`config.mk`:
```
export PLATFORM = sky130hd
export DESIGN_NAME = flash_cmd_launcher
export DESIGN_NICKNAME = d
export VERILOG_FILES = /design/src/rtl/fcl_pkg.sv /design/src/rtl/fcl_decode.sv /design/src/rtl/fcl_regs.sv /design/src/rtl/fcl_launch.sv /design/src/rtl/flash_cmd_launcher.sv
export SDC_FILE = /design/constraint.sdc
export NUM_CORES = 1
export LEC_CHECK = 0
export ABC_AREA = 1
export BUFFER_PORTS_ARGS = -buffer_cell sky130_fd_sc_hd__clkbuf_2
export CORE_ASPECT_RATIO = 0.7
export CORE_MARGIN = 4
export CORE_UTILIZATION = 52
export CTS_CLUSTER_SIZE = 8
export DETAILED_ROUTE_END_ITERATION = 8
export MAX_ROUTING_LAYER = met4
export PLACE_DENSITY_LB_ADDON = 0.1
export SLEW_MARGIN = 30
export SYNTH_ARGS = -nofsm -noshare
export SYNTH_HDL_FRONTEND = slang
export SYNTH_HIERARCHICAL = 1
export SYNTH_SLANG_ARGS = --single-unit
export TNS_END_PERCENT = 1
```
`constraint.sdc`:
```
create_clock -name clk -period 2.7 [get_ports clk]
set_clock_uncertainty 0.1 [all_clocks]
set_input_delay 0.135 -clock clk [delete_from_list [all_inputs] [get_ports clk]]
set_output_delay 0.135 -clock clk [all_outputs]
set_load 0.05 [all_outputs]
```
`src/rtl/fcl_pkg.sv`:
```
package fcl_pkg;
  localparam logic [7:0] UNLOCK_KEY = 8'hA5;

  typedef enum logic [1:0] {
    SEL_CTRL  = 2'd0,
    SEL_ADDR  = 2'd1,
    SEL_FLAGS = 2'd2
  } reg_sel_t;

  typedef enum logic [6:0] {
    OP_ERASE_ROW  = 7'h02,
    OP_WRITE_PAGE = 7'h04,
    OP_PWR_SET    = 7'h42,
    OP_PWR_CLR    = 7'h43,
    OP_BUF_CLEAR  = 7'h44,
    OP_CACHE_INV  = 7'h46,
    OP_DBG_LVL0   = 7'h4B,
    OP_DBG_LVL1   = 7'h4C
  } op_code_t;
endpackage

```
`src/rtl/fcl_decode.sv`:
```
module fcl_decode #(
  parameter int AW = 16,
  parameter int CW = 7
) (
  input  logic [CW-1:0] code,
  input  logic          nonsec,
  input  logic [AW-1:0] addr,
  input  logic [AW-1:0] boundary,
  output logic          permitted
);
  import fcl_pkg::*;

  logic known, ns_listed, addr_bound, addr_ok;

  always_comb begin
    known      = 1'b0;
    ns_listed  = 1'b0;
    addr_bound = 1'b0;
    case (code)
      OP_ERASE_ROW, OP_WRITE_PAGE, OP_BUF_CLEAR: begin
        known = 1'b1; ns_listed = 1'b1; addr_bound = 1'b1;
      end
      OP_DBG_LVL0: begin
        known = 1'b1; ns_listed = 1'b1;
      end
      OP_PWR_SET, OP_PWR_CLR, OP_CACHE_INV, OP_DBG_LVL1: known = 1'b1;
      default: known = 1'b0;
    endcase
  end

  assign addr_ok   = !addr_bound || (addr >= boundary);
  assign permitted = known && (!nonsec || (ns_listed && addr_ok));
endmodule

```
`src/rtl/fcl_regs.sv`:
```
module fcl_regs #(
  parameter int AW = 16,
  parameter int DW = 16
) (
  input  logic          clk,
  input  logic          rst,
  input  logic          addr_wr,
  input  logic          flag_wr,
  input  logic [DW-1:0] wdata,
  input  logic          set_key,
  input  logic          set_prog,
  output logic [AW-1:0] addr_q,
  output logic          key_err,
  output logic          prog_err
);
  always_ff @(posedge clk) begin
    if (rst) begin
      addr_q   <= '0;
      key_err  <= 1'b0;
      prog_err <= 1'b0;
    end else begin
      if (addr_wr) addr_q <= wdata[AW-1:0];
      if (set_key) key_err <= 1'b1;
      else if (flag_wr && wdata[0]) key_err <= 1'b0;
      if (set_prog) prog_err <= 1'b1;
      else if (flag_wr && wdata[1]) prog_err <= 1'b0;
    end
  end
endmodule

```
`src/rtl/fcl_launch.sv`:
```
module fcl_launch #(
  parameter int AW = 16,
  parameter int CW = 7
) (
  input  logic          clk,
  input  logic          rst,
  input  logic          accept,
  input  logic [CW-1:0] new_code,
  input  logic [AW-1:0] addr_q,
  input  logic          mainbus_busy,
  input  logic          array_busy,
  input  logic          eng_done,
  output logic          pending,
  output logic          ready,
  output logic          cmd_strobe,
  output logic [CW-1:0] cmd_code,
  output logic [AW-1:0] cmd_addr
);
  logic [CW-1:0] held_code;
  logic          go;

  assign go = pending && !mainbus_busy && !array_busy;

  always_ff @(posedge clk) begin
    if (rst) begin
      pending    <= 1'b0;
      held_code  <= '0;
      ready      <= 1'b1;
      cmd_strobe <= 1'b0;
      cmd_code   <= '0;
      cmd_addr   <= '0;
    end else begin
      cmd_strobe <= 1'b0;
      if (accept) begin
        pending   <= 1'b1;
        held_code <= new_code;
      end
      if (go) begin
        pending    <= 1'b0;
        cmd_strobe <= 1'b1;
        ready      <= 1'b0;
        cmd_code   <= held_code;
        cmd_addr   <= addr_q;
      end else if (eng_done && !ready) begin
        ready <= 1'b1;
      end
    end
  end
endmodule

```
`src/rtl/flash_cmd_launcher.sv`:
```
module flash_cmd_launcher #(
  parameter int AW = 16,
  parameter int DW = 16,
  parameter int CW = 7
) (
  input  logic          clk,
  input  logic          rst,
  input  logic          wr_en,
  input  logic [1:0]    wr_sel,
  input  logic [DW-1:0] wr_data,
  input  logic          wr_nonsec,
  input  logic          ns_wr_allow,
  input  logic [AW-1:0] ns_boundary,
  input  logic          mainbus_busy,
  input  logic          array_busy,
  input  logic          eng_done,
  output logic          cmd_strobe,
  output logic [CW-1:0] cmd_code,
  output logic [AW-1:0] cmd_addr,
  output logic          ready,
  output logic          key_err,
  output logic          prog_err
);
  import fcl_pkg::*;

  localparam int KEY_LSB = DW - 8;

  logic          ctrl_wr, addr_wr, flag_wr;
  logic          key_ok, permitted, in_progress, pending;
  logic          accept, set_key, set_prog;
  logic [AW-1:0] addr_q;
  logic [CW-1:0] wr_code;

  assign wr_code = wr_data[CW-1:0];
  assign ctrl_wr = wr_en && (wr_sel == SEL_CTRL) && (!wr_nonsec || ns_wr_allow);
  assign addr_wr = wr_en && (wr_sel == SEL_ADDR);
  assign flag_wr = wr_en && (wr_sel == SEL_FLAGS);
  assign key_ok  = (wr_data[DW-1:KEY_LSB] == UNLOCK_KEY);
  assign in_progress = pending || !ready;

  assign accept   = ctrl_wr && key_ok && permitted && !in_progress;
  assign set_key  = ctrl_wr && !key_ok;
  assign set_prog = ctrl_wr && key_ok && !accept;

  fcl_decode #(.AW(AW), .CW(CW)) u_decode (
    .code(wr_code), .nonsec(wr_nonsec), .addr(addr_q),
    .boundary(ns_boundary), .permitted(permitted)
  );

  fcl_regs #(.AW(AW), .DW(DW)) u_regs (
    .clk(clk), .rst(rst), .addr_wr(addr_wr), .flag_wr(flag_wr),
    .wdata(wr_data), .set_key(set_key), .set_prog(set_prog),
    .addr_q(addr_q), .key_err(key_err), .prog_err(prog_err)
  );

  fcl_launch #(.AW(AW), .CW(CW)) u_launch (
    .clk(clk), .rst(rst), .accept(accept), .new_code(wr_code),
    .addr_q(addr_q), .mainbus_busy(mainbus_busy), .array_busy(array_busy),
    .eng_done(eng_done), .pending(pending), .ready(ready),
    .cmd_strobe(cmd_strobe), .cmd_code(cmd_code), .cmd_addr(cmd_addr)
  );
endmodule


```
* Word-level counts from Yosys, hierarchy flattened
Cells that the tools add are included. Widths: inputs -> output; s select.
Cells by class: order comparisons 1, equal/unequal tests 11, muxes and demuxes 10, reductions and logical operators 36
Operator list (count):
- $eq 7x7->1 const B | 6
- $ge 16x16->1 | 1
- $logic_and 1x1->1 | 16
- $mux 1 | 10
- $eq 8x8->1 const B | 1
- $logic_not 1->1 | 8
- $reduce_or 8->1 | 1
- $eq 7x2->1 const B | 1
- $eq 7x3->1 const B | 1
- $reduce_bool 2->1 | 3
- $logic_or 1x1->1 | 4
- $reduce_or 4->1 | 1
- $reduce_or 3->1 | 1
- $eq 2x1->1 const B | 1
- $eq 2x2->1 const B | 1
- $logic_not 2->1 | 1
- $reduce_or 2->1 | 1
Word-level totals: flip-flop bits (word level) 51, output and inout bits 27

* Depth between registers and ports, before layout
Gate-level depths: netlist of run 1.
word-level depth 13, mapped depth 20, mapped depth without buffers 20

* Cells and area by module
The synthesis of run 1 kept the hierarchy.
By module, submodules not included:
- fcl_launch | area an instance 1219.9 um^2, cells each 147, instances 1
- fcl_regs | area an instance 721.9 um^2, cells each 80, instances 1
- fcl_decode | area an instance 521.8 um^2, cells each 92, instances 1
- flash_cmd_launcher | area an instance 108.9 um^2, cells each 27, instances 1

* Least setup slack after synthesis of run 1
Ideal clock, no wire load.
path type register to register, start point reg u_regs.addr_q[7], end point reg u_launch.held_code[0], data required time 2.484 ns, arrival 1.935 ns, library setup time 0.116 ns, stages on the path, launching flop included 19, path slack 0.549 ns, path through dfxtp_1 ha_1 nand2_1 inv_2 nand2_1 nor2_1 nor2_1 nand2_1 nand2_1 nand2_1 nand2_1 a21oi_2 inv_1 nor2_1 nand2_1 nor2_1 inv_1 nor2_1 nor2_1
Between the ends: longest elaborated chain between the ends 7
RTL lines:
- start: declaration | RTL line fcl_regs.sv:12 | output logic [AW-1:0] addr_q,
- start signal: assignment | RTL line fcl_regs.sv:22 | if (addr_wr) addr_q <= wdata[AW-1:0];
- $ge 16x16->1 | RTL line fcl_decode.sv:31 | assign addr_ok = !addr_bound || (addr >= boundary);
- $logic_or 1x1->1 | RTL line fcl_decode.sv:31
- $logic_and 1x1->1 | RTL line fcl_decode.sv:32 | assign permitted = known && (!nonsec || (ns_listed && addr_ok));
- $logic_or 1x1->1 | RTL line fcl_decode.sv:32
- $logic_and 1x1->1 | RTL line fcl_decode.sv:32
- via permitted | RTL line flash_cmd_launcher.sv:29 | logic key_ok, permitted, in_progress, pending;
- $logic_and 1x1->1 (2 in series) | RTL line flash_cmd_launcher.sv:41 | assign accept = ctrl_wr && key_ok && permitted && !in_progress;
- via accept | RTL line flash_cmd_launcher.sv:30 | logic accept, set_key, set_prog;
- end signal: assignment | RTL line fcl_launch.sv:36 | held_code <= new_code;
- end: declaration | RTL line fcl_launch.sv:19 | logic [CW-1:0] held_code;
The timed path passes the listed nets, and every way through them passes these cells. A chain may end at the register's enable or synchronous reset.

* Final worst setup path of run 1
start point reg u_regs.addr_q[7], end point reg u_launch.held_code[6]
Same word-level chain as after synthesis.

==> summary.md, run 1 <==
| Metric | Value |
|---|---|
| CTS tree | built |
| Peak supply drop | 0.000209 V |
| Grt total ovfl | 0 |
| Clock Tree Buf Depth | 2 |
| Hpwl dp | 4710 um |
| Share of layout cells above drive strength 1 | 26.7% |
| Hold Startpoint | wr_data[4] |
| Final period utilization | 86.3% |
| Required time worst endpoint | 2.79 ns |
| Commonest cells post-synth | nand2_1, dfxtp_1, inv_1 |
| FF-to-FF Start | u_regs/addr_q[7]$_SDFFE_PP0P_ |
| Root buffer cell | clkbuf_8 |
| Per-cell routed wire length | 13.2 um |
| Ys async rst share | 0% |
| Pwr dens | 478 nW/um^2 |
| Max Clk Rate | 0.429 GHz |
| Routed vias | 2,444 |
| Post-CTS Resized | 0 |
| First-pass GRT wire length | 10,500 um |
| CTS sink cnt | 51 |
| DRC viols | 0 |
| R2R Path End | u_launch/held_code[6]$_SDFFE_PP0P_ |
| H-Tree Level Count | 2 |
| Element type at the critical path start | flip-flop |
| Share of the synthesized area in the top cell type | 39.7% |
| Nets | 476 |
| Synthesis-to-layout area growth | 21.5% |
| Max Transition Viols Final | 0 |
| Yosys cell types | 26 |
| Count leader, synth | nand2_1 |
| N_diodes | 0 |
| WS Path Type | flip-flop to flip-flop |
| Pin count of the biggest net entering global routing | 55 |
| Drt initial violations | 191 |
| Yosys top cell by area | dfxtp_1 |
| Place WS | 0.399 ns |
| Synth area leaders | dfxtp_1, nand2_1, ha_1 |
| Die Wd | 92.1 um |
| Pin slew with the least headroom to its limit | 0.822 ns |
| Io pins | 69 |
| Max Cap Violations | 0 |
| EDFF count, synth | 0 |
| Post-synthesis xor/xnor area fraction | 0% |
| Post-synthesis register bit count | 51 |
| Final WS setup | 0.371 ns |
| Fin crit period | 2.33 ns |
| Outcome | completed |
| Total wire length | 6420 um |
| Mux cell area share after synthesis | 0% |
| Avg Cell Area, Syn | 7.43 sq um |
| Post-Synthesis Cell Area | 2570 sq um |
| Post-DP Area | 2900 sq um |
| Crit path arrival time | 2.42 ns |
| Reg2reg setup slack | 0.37 ns |
| Post-CTS Repair Setup Buffers | 0 |
| Die Ht | 66.8 um |
| Synth warn | 6 |
| RSZ-0062 raised after global routing | no |
| Post-synthesis sequential area ratio | 39.7% |
| CTS clock-pin slew for the worst setup and hold paths | 0.09 ns |
| GPL Wtd Cong | 0.856 |
| Syn Inst Count | 346 |
| Largest family of logic cells by synthesized area | simple AND/OR/NAND/NOR gates |
| Core ar. | 4780 sq um |
| Post-synthesis compound-gate area fraction | 9.48% |
| DRT Pass-1 Iters | 4 |
| Post-synthesis simple-gate area fraction | 31.8% |
| Initial Utilization | 53.8% |
| Ys flop type | dfxtp_1 |
| Slew HR | 45.1% |
| Max FO, Critical Path | 7 |
| Post-Synth Adder-Cell Area | 7.78% |
| Tot GR Track Use | 22.0% |
| Worst Hold End | u_regs/addr_q[4]$_SDFFE_PP0P_ |
| Final std cell area, no fill | 3130 sq um |
| Vias in the first global route | 2,254 |
| Final Hold Viols | 0 |
| Setup violators final | 0 |
| Initial antenna violation count | 0 |
| Hold Path Stages | 3 |
| Reg2reg path depth | 18 |
| Die Area | 6150 sq um |
| Hold crit path type | primary input to flip-flop |
| ANT nets after route | 0 |
| Fin Setup TNS | 0 ns |
| Port Buffers | 68 |
| Row count | 21 |
| Post-Syn Nets | 404 |
| Via/cell ratio | 5.01 |
| Clock latency on the worst-skew pair | 0.30 ns |
| Nature of the critical path endpoint | flip-flop |
| Static leakage | 0.00161 uW |
| Cts bufs inserted | 5 |
-- sequential cells by signal, indices dropped and copies added, names as in the netlist --
signal,cells
u_launch/cmd_addr,16
u_regs/addr_q,16
u_launch/cmd_code,7
u_launch/held_code,7
u_launch/cmd_strobe,1
u_launch/pending,1
u_launch/ready,1
u_regs/key_err,1
u_regs/prog_err,1
-- area by class of cell --
class	count	area (sq um)
tap	69	86.3
sequential	51	1020
timing repair buffer	81	463
clock inverter	2	38.8
inverter	44	173
clock buffer	6	82.6
multi-input combinational	235	1260
fill	466	1660
-- cell families (layout without fill, tap and decap cells) --
group | after synthesis | in the layout
simple gates | 179 | 179
buf+inv | 60 | 133
flops | 51 | 51
compound gates | 40 | 40
fa+ha+maj | 16 | 16
-- per-stage QoR --
step,total power (uW),hold WS (ns),std cells,utilization [%]
finish,1490,0.0121,488,65.4
global route,1560,0.00611,488,65.4
CTS,1510,0.00360,488,65.4
detailed placement,935,0.271,470,60.7
global placement,931,0.269,470,60.7
floorplan,879,0.119,346,-
-- worst max-delay path by stage --
stage / start / to / slack, ns / cells after the start
6_report: u_regs/addr_q[7]$_SDFFE_PP0P_ / u_launch/held_code[6]$_SDFFE_PP0P_ / 0.37 / 18
5_1_grt: u_regs/addr_q[0]$_SDFFE_PP0P_ / u_launch/held_code[1]$_SDFFE_PP0P_ / 0.02 / 17
4_1_cts: u_regs/addr_q[7]$_SDFFE_PP0P_ / u_launch/held_code[4]$_SDFFE_PP0P_ / 0.38 / 18
3_5_place_dp: u_regs/addr_q[7]$_SDFFE_PP0P_ / u_launch/held_code[4]$_SDFFE_PP0P_ / 0.40 / 18
3_3_place_gp: u_regs/addr_q[7]$_SDFFE_PP0P_ / u_launch/held_code[4]$_SDFFE_PP0P_ / 0.44 / 18
2_1_floorplan: u_regs/addr_q[7]$_SDFFE_PP0P_ / u_launch/held_code[0]$_SDFFE_PP0P_ / 0.55 / 18
-- power breakdown --
part	internal (uW)	leakage [uW]	switching, uW
combinational	65.2	0.00113	95.8
sequential	760	0.000412	9.21
clock	305	0.0000618	257
-- repair_timing --
action,CTS,global route
hold buffers,10,0
setup endpoints to repair,0,0
hold endpoints to repair,10,0
-- layout by cell type, fill, tap and decap left out, types with 9 or more instances in the layout --
cell type      count
a21oi_1           17
a21oi_2           11
clkbuf_2          68
dfxtp_1           51
dlygate4sd3_1     10
ha_1              16
inv_1             36
nand2_1           80
nand2_2           10
nand3_1           25
nand4_1           26
nor2_1            31
o21ai_0            9
-- per-layer routing --
| metal | vias up | part of all wire (%) | global-route usage, % |
|---|---|---|---|
| met5 | - | 0 | - |
| met4 | 0 | 0.30 | 3.89 |
| met3 | 2 | 7.0 | 3.84 |
| met2 | 79 | 43 | 33.6 |
| met1 | 1089 | 49 | 31.0 |
| li1 | 1274 | - | - |
-- worst max-delay path, stage by stage (launching register included) --
cell and delay, ns:
dfxtp_1 0.35, ha_1 0.30, nand2_1 0.06, inv_2 0.05, nand2_1 0.06, nor2_1 0.10
nor2_1 0.05, nand2_1 0.07, nand2_1 0.05, nand2_1 0.06, nand2_1 0.06, a21oi_2 0.10
inv_1 0.04, nor2_1 0.07, nand2_1 0.07, nor2_1 0.26, inv_1 0.18, nor2_1 0.14
nor2_1 0.06
(Power assumes the default switching activity.)
==> run 2: changes to the inputs <==
Settings changed: HOLD_SLACK_MARGIN set to 0.05.
==> run 2 against run 1 <==
  * Sequential cell count did not move
  * First-iteration DRC count fell by 14%
  * Sequential power barely moved
  * Clock power barely moved
  * Core utilization rose by 1.0 points
  * Combinational power rose by 4%
  * Wire length rose by 1.2%
  * Power rose by 0.51%
  * Largest cell class unchanged
==> summary.md, run 2 (same netlist as run 1, synthesis figures left out) <==
| Metric | Value |
|---|---|
| Per-cell routed wire length | 13.2 um |
| Post-CTS Resized | 0 |
| Max Cap Violations | 0 |
| Nets | 481 |
| GPL Wtd Cong | 0.856 |
| Required time worst endpoint | 2.79 ns |
| Root buffer cell | clkbuf_8 |
| Filler cells | 459 |
| Pin count of the biggest net entering global routing | 55 |
| CTS clock-pin slew for the worst setup and hold paths | 0.10 ns |
| Peak supply drop | 0.000214 V |
| Slew HR | 44.9% |
| Drt initial violations | 164 |
| Hold buffers post-CTS | 15 |
| Share of layout cells above drive strength 1 | 26.4% |
| First-pass GRT wire length | 10,600 um |
| Reg2reg path depth | 18 |
| Cts bufs inserted | 5 |
| Static leakage | 0.00163 uW |
| RSZ-0062 raised after global routing | no |
| FF-to-FF Start | u_regs/addr_q[7]$_SDFFE_PP0P_ |
| R2R Path End | u_launch/held_code[6]$_SDFFE_PP0P_ |
| Hold Path Stages | 3 |
| Fin crit period | 2.35 ns |
| Hpwl dp | 4710 um |
| CTS sink cnt | 51 |
| WS Path Type | flip-flop to flip-flop |
| Grt total ovfl | 0 |
| Reg2reg setup slack | 0.35 ns |
| Nature of the critical path endpoint | flip-flop |
| Row count | 21 |
| ANT nets after route | 0 |
| Clock Tree Buf Depth | 2 |
| Tot GR Track Use | 22.2% |
| Io pins | 69 |
| Initial Utilization | 53.8% |
| Routed vias | 2,483 |
| Commonest non-fill, non-tap cell in the layout | nand2_1 |
| Setup violators final | 0 |
| Via/cell ratio | 5.04 |
| Hold Startpoint | wr_data[1] |
| Max FO, Critical Path | 7 |
| Die Ht | 66.8 um |
| H-Tree Level Count | 2 |
| Die Area | 6150 sq um |
| Post-CTS Repair Setup Buffers | 0 |
| N_diodes | 0 |
| Max Transition Viols Final | 0 |
| Final period utilization | 87.0% |
| Fin Setup TNS | 0 ns |
| Initial antenna violation count | 0 |
| Die Wd | 92.1 um |
| Final Hold Viols | 0 |
| Worst Hold End | u_regs/addr_q[1]$_SDFFE_PP0P_ |
| Total wire length | 6500 um |
| Synthesis-to-layout area growth | 23.4% |
| Crit path arrival time | 2.44 ns |
| Post-Route Utilization | 66.4% |
| Pin slew with the least headroom to its limit | 0.825 ns |
| Core ar. | 4780 sq um |
| Outcome | completed |
| Vias in the first global route | 2,297 |
| Most frequent cells in the layout | nand2_1, clkbuf_2, dfxtp_1, inv_1, nor2_1 |
| Pwr dens | 472 nW/um^2 |
| Max Clk Rate | 0.425 GHz |
| Element type at the critical path start | flip-flop |
| Port Buffers | 68 |
| Largest regs | u_launch/cmd_addr x16, u_regs/addr_q x16 |
| CTS tree | built |
| DRC viols | 0 |
| Hold crit path type | primary input to flip-flop |
| DRT Pass-1 Iters | 4 |
| Clock latency on the worst-skew pair | 0.30 ns |
==> run 2: cell count changes in the layout (fill, tap and decap cells not counted) <==
cell | previous run | this run
dlygate4sd3_1 | 10 | 15
==> run 2: critical path, cell delays in order, from the launching register on <==
cell	delay (ns)
dfxtp_1	0.35
ha_1	0.30
nand2_1	0.06
inv_2	0.05
nand2_1	0.06
nor2_1	0.10
nor2_1	0.05
nand2_1	0.07
nand2_1	0.05
nand2_1	0.06
nand2_1	0.06
a21oi_2	0.11
inv_1	0.04
nor2_1	0.07
nand2_1	0.07
nor2_1	0.26
inv_1	0.19
nor2_1	0.14
nor2_1	0.06
==> run 2: worst max-delay path by stage <==
stage                                        from                                  to  depth (start not counted)
floorplan           u_regs/addr_q[7]$_SDFFE_PP0P_  u_launch/held_code[0]$_SDFFE_PP0P_                         18
global placement    u_regs/addr_q[7]$_SDFFE_PP0P_  u_launch/held_code[4]$_SDFFE_PP0P_                         18
detailed placement  u_regs/addr_q[7]$_SDFFE_PP0P_  u_launch/held_code[4]$_SDFFE_PP0P_                         18
CTS                 u_regs/addr_q[7]$_SDFFE_PP0P_  u_launch/held_code[4]$_SDFFE_PP0P_                         18
global route        u_regs/addr_q[0]$_SDFFE_PP0P_  u_launch/held_code[1]$_SDFFE_PP0P_                         17
finish              u_regs/addr_q[7]$_SDFFE_PP0P_  u_launch/held_code[6]$_SDFFE_PP0P_                         18
==> run 2: layout make-up <==
type                            instances  area [sq um]  share of cell area, %
Inverter                               44           173                   5.44
Multi-Input combinational cell        235          1260                   39.7
Tap cell                               69          86.3                   2.72
Clock buffer                            6          82.6                   2.60
Sequential cell                        51          1020                   32.2
Timing Repair Buffer                   86           513                   16.2
Clock inverter                          2          38.8                   1.22
==> run 2: per-layer routing <==
metal / track usage [%] / up-vias / wire length (um)
met5: - / - / 0
li1: - / 1284 / -
met3: 3.95 / 2 / 432
met2: 34.0 / 76 / 2820
met4: 4.26 / 0 / 19
met1: 31.0 / 1121 / 3230
==> run 2: report_power, final <==
group | leakage (uW) | total (uW) | switching, uW | internal, uW
combinational | 0.00115 | 167 | 97.4 | 69.9
sequential | 0.000412 | 769 | 9.15 | 760
clock | 0.0000618 | 564 | 258 | 305
total | 0.00163 | 1500 | 365 | 1140
==> run 2: per-stage QoR <==
| stage | hold WS, ns | total power, uW | setup WS, ns | instance area [sq um] | cells |
|---|---|---|---|---|---|
| 3_3_place_gp | 0.269 | 931 | 0.435 | 2900 | 470 |
| 6_report | 0.0623 | 1500 | 0.350 | 3180 | 493 |
| 2_1_floorplan | 0.119 | 879 | 0.549 | 2570 | 346 |
| 3_5_place_dp | 0.271 | 935 | 0.399 | 2900 | 470 |
| 5_1_grt | 0.0750 | 1560 | 0.0170 | 3180 | 493 |
| 4_1_cts | 0.0564 | 1510 | 0.381 | 3180 | 493 |
==> run 3: changes to the inputs <==
Settings changed: MAX_ROUTING_LAYER met4 to unset.
==> run 3 against run 2 <==
  * Sequential share of layout area unchanged
  * Die area is the same
  * Clock-buffer cell count did not move
  * Power hardly changed
  * Core utilization unchanged
  * Sequential power is essentially flat
  * Global-route usage decreased by 0.56 points
  * Sequential cell count is the same
  * Combinational power about the same
  * Highest routed layer unchanged
==> summary.md, run 3 (same netlist as run 1, synthesis figures left out) <==
| Metric | Value |
|---|---|
| FF-to-FF Start | u_regs/addr_q[7]$_SDFFE_PP0P_ |
| Outcome | completed |
| Clock latency on the worst-skew pair | 0.30 ns |
| Filler cells | 459 |
| Crit path arrival time | 2.44 ns |
| Final period utilization | 87.0% |
| First-pass GRT wire length | 10,600 um |
| Max FO, Critical Path | 7 |
| Io pins | 69 |
| CTS tree | built |
| Die Ht | 66.8 um |
| Register Area | 1020 sq um |
| Int Pwr | 1140 uW |
| Hpwl dp | 4710 um |
| Switching power | 365 uW |
| Hold crit path type | primary input to flip-flop |
| Required time worst endpoint | 2.79 ns |
| Final Hold Viols | 0 |
| N_diodes | 0 |
| Root buffer cell | clkbuf_8 |
| Most frequent cells in the layout | nand2_1, clkbuf_2, dfxtp_1, inv_1, nor2_1 |
| Nets | 481 |
| Drt initial violations | 188 |
| Worst hold slack | 0.0628 ns |
| Pin slew with the least headroom to its limit | 0.816 ns |
| Initial Utilization | 53.8% |
| Die Area | 6150 sq um |
| Share of total power in the clock network | 37.6% |
| Pwr dens | 472 nW/um^2 |
| Max Transition Viols Final | 0 |
| Static leakage | 0.00163 uW |
| Slew HR | 45.5% |
| Reg2reg path depth | 18 |
| Synthesis-to-layout area growth | 23.4% |
| H-Tree Level Count | 2 |
| GPL Wtd Cong | 0.843 |
| Footprint of the multi-input gates | 1260 sq um |
| Row count | 21 |
| Largest regs | u_launch/cmd_addr x16, u_regs/addr_q x16 |
| CTS sink cnt | 51 |
| Peak supply drop | 0.000214 V |
| Fin crit period | 2.35 ns |
| Setup violators final | 0 |
| CP Capture Point | u_launch/held_code[6]$_SDFFE_PP0P_ |
| Element type at the critical path start | flip-flop |
| Fin Setup TNS | 0 ns |
| Core ar. | 4780 sq um |
| Per-cell routed wire length | 13.2 um |
| Die Wd | 92.1 um |
| Max Clk Rate | 0.426 GHz |
| Post-CTS Repair Setup Buffers | 0 |
| RSZ-0062 raised after global routing | no |
| Initial antenna violation count | 0 |
| Nature of the critical path endpoint | flip-flop |
| Reg2reg setup slack | 0.35 ns |
| Max Cap Violations | 0 |
| Tot GR Track Use | 21.6% |
| DRC viols | 0 |
| Commonest non-fill, non-tap cell in the layout | nand2_1 |
| Via/cell ratio | 5.02 |
| R2R Path End | u_launch/held_code[6]$_SDFFE_PP0P_ |
| DRT Pass-1 Iters | 4 |
| Hold Path Stages | 3 |
| Vias in the first global route | 2,301 |
| WS Path Type | flip-flop to flip-flop |
| Hold buffers post-CTS | 15 |
| Pin count of the biggest net entering global routing | 55 |
| ANT nets after route | 0 |
| Port Buffers | 68 |
| Routed vias | 2,474 |
| Sw Share | 24.3% |
| Post-CTS Resized | 0 |
| Grt total ovfl | 0 |
| Clock Tree Buf Depth | 2 |
| Combinational power share | 11.1% |
| CTS clock-pin slew for the worst setup and hold paths | 0.09 ns |
| Cts bufs inserted | 5 |
| Sequential Power Share | 51.3% |
| Total wire length | 6500 um |
| Hold Startpoint | wr_data[1] |
| Share of layout cells above drive strength 1 | 26.4% |
| CP startpoint | u_regs/addr_q[7]$_SDFFE_PP0P_ |
run 3: cell counts in the layout (fill, tap and decap cells not counted):
No cell type changed its count.
run 3: power by group through the flow:
stage | logic (uW) | registers [uW] | clock network, uW
detailed placement | 148 | 787 | 0
finish | 167 | 769 | 564
floorplan | 93.3 | 786 | 0
global placement | 145 | 786 | 0
global route | 187 | 771 | 606
CTS | 165 | 769 | 577
run 3: per-stage QoR:
| step | instance area [sq um] | std cells | power (uW) | worst slack [ns] | util, % |
|---|---|---|---|---|---|
| floorplan | 2570 | 346 | 879 | 0.549 | - |
| global placement | 2900 | 470 | 931 | 0.435 | 60.7 |
| detailed placement | 2900 | 470 | 935 | 0.399 | 60.7 |
| CTS | 3180 | 493 | 1510 | 0.381 | 66.4 |
| global route | 3180 | 493 | 1560 | 0.0170 | 66.4 |
| finish | 3180 | 493 | 1500 | 0.351 | 66.4 |
run 3: layout make-up:
type	count	area share, %
well taps	69	2.72
multi-input cells	235	39.7
clock buffers	6	2.60
flip-flops and latches	51	32.2
clock inverters	2	1.22
repair buffers	86	16.2
inverters	44	5.44
run 3: worst min path at each step:
| stage | endpoint | slack [ns] |
|---|---|---|
| global route | u_regs/addr_q[1]$_SDFFE_PP0P_ | 0.08 |
| detailed placement | u_launch/ready$_SDFFE_PP1P_ | 0.27 |
| floorplan | u_launch/cmd_strobe$_SDFF_PP0_ | 0.12 |
| CTS | u_regs/addr_q[1]$_SDFFE_PP0P_ | 0.06 |
| finish | u_regs/addr_q[1]$_SDFFE_PP0P_ | 0.06 |
| global placement | u_launch/ready$_SDFFE_PP1P_ | 0.27 |
run 3: routing by layer:
metal  global-route usage (%)  vias up  part of all wire (%)
li1                         -     1287                     -
met1                     31.0     1114                    49
met2                     34.1       71                    43
met3                     3.95        2                   7.5
met4                     4.26        0                  0.29
met5                        0        -                     0
run 3: critical path: stages, from the launching register on:
cell     delay, ns
dfxtp_1       0.35
ha_1          0.30
nand2_1       0.06
inv_2         0.05
nand2_1       0.06
nor2_1        0.10
nor2_1        0.05
nand2_1       0.07
nand2_1       0.05
nand2_1       0.06
nand2_1       0.06
a21oi_2       0.11
inv_1         0.04
nor2_1        0.07
nand2_1       0.07
nor2_1        0.26
inv_1         0.19
nor2_1        0.14
nor2_1        0.06
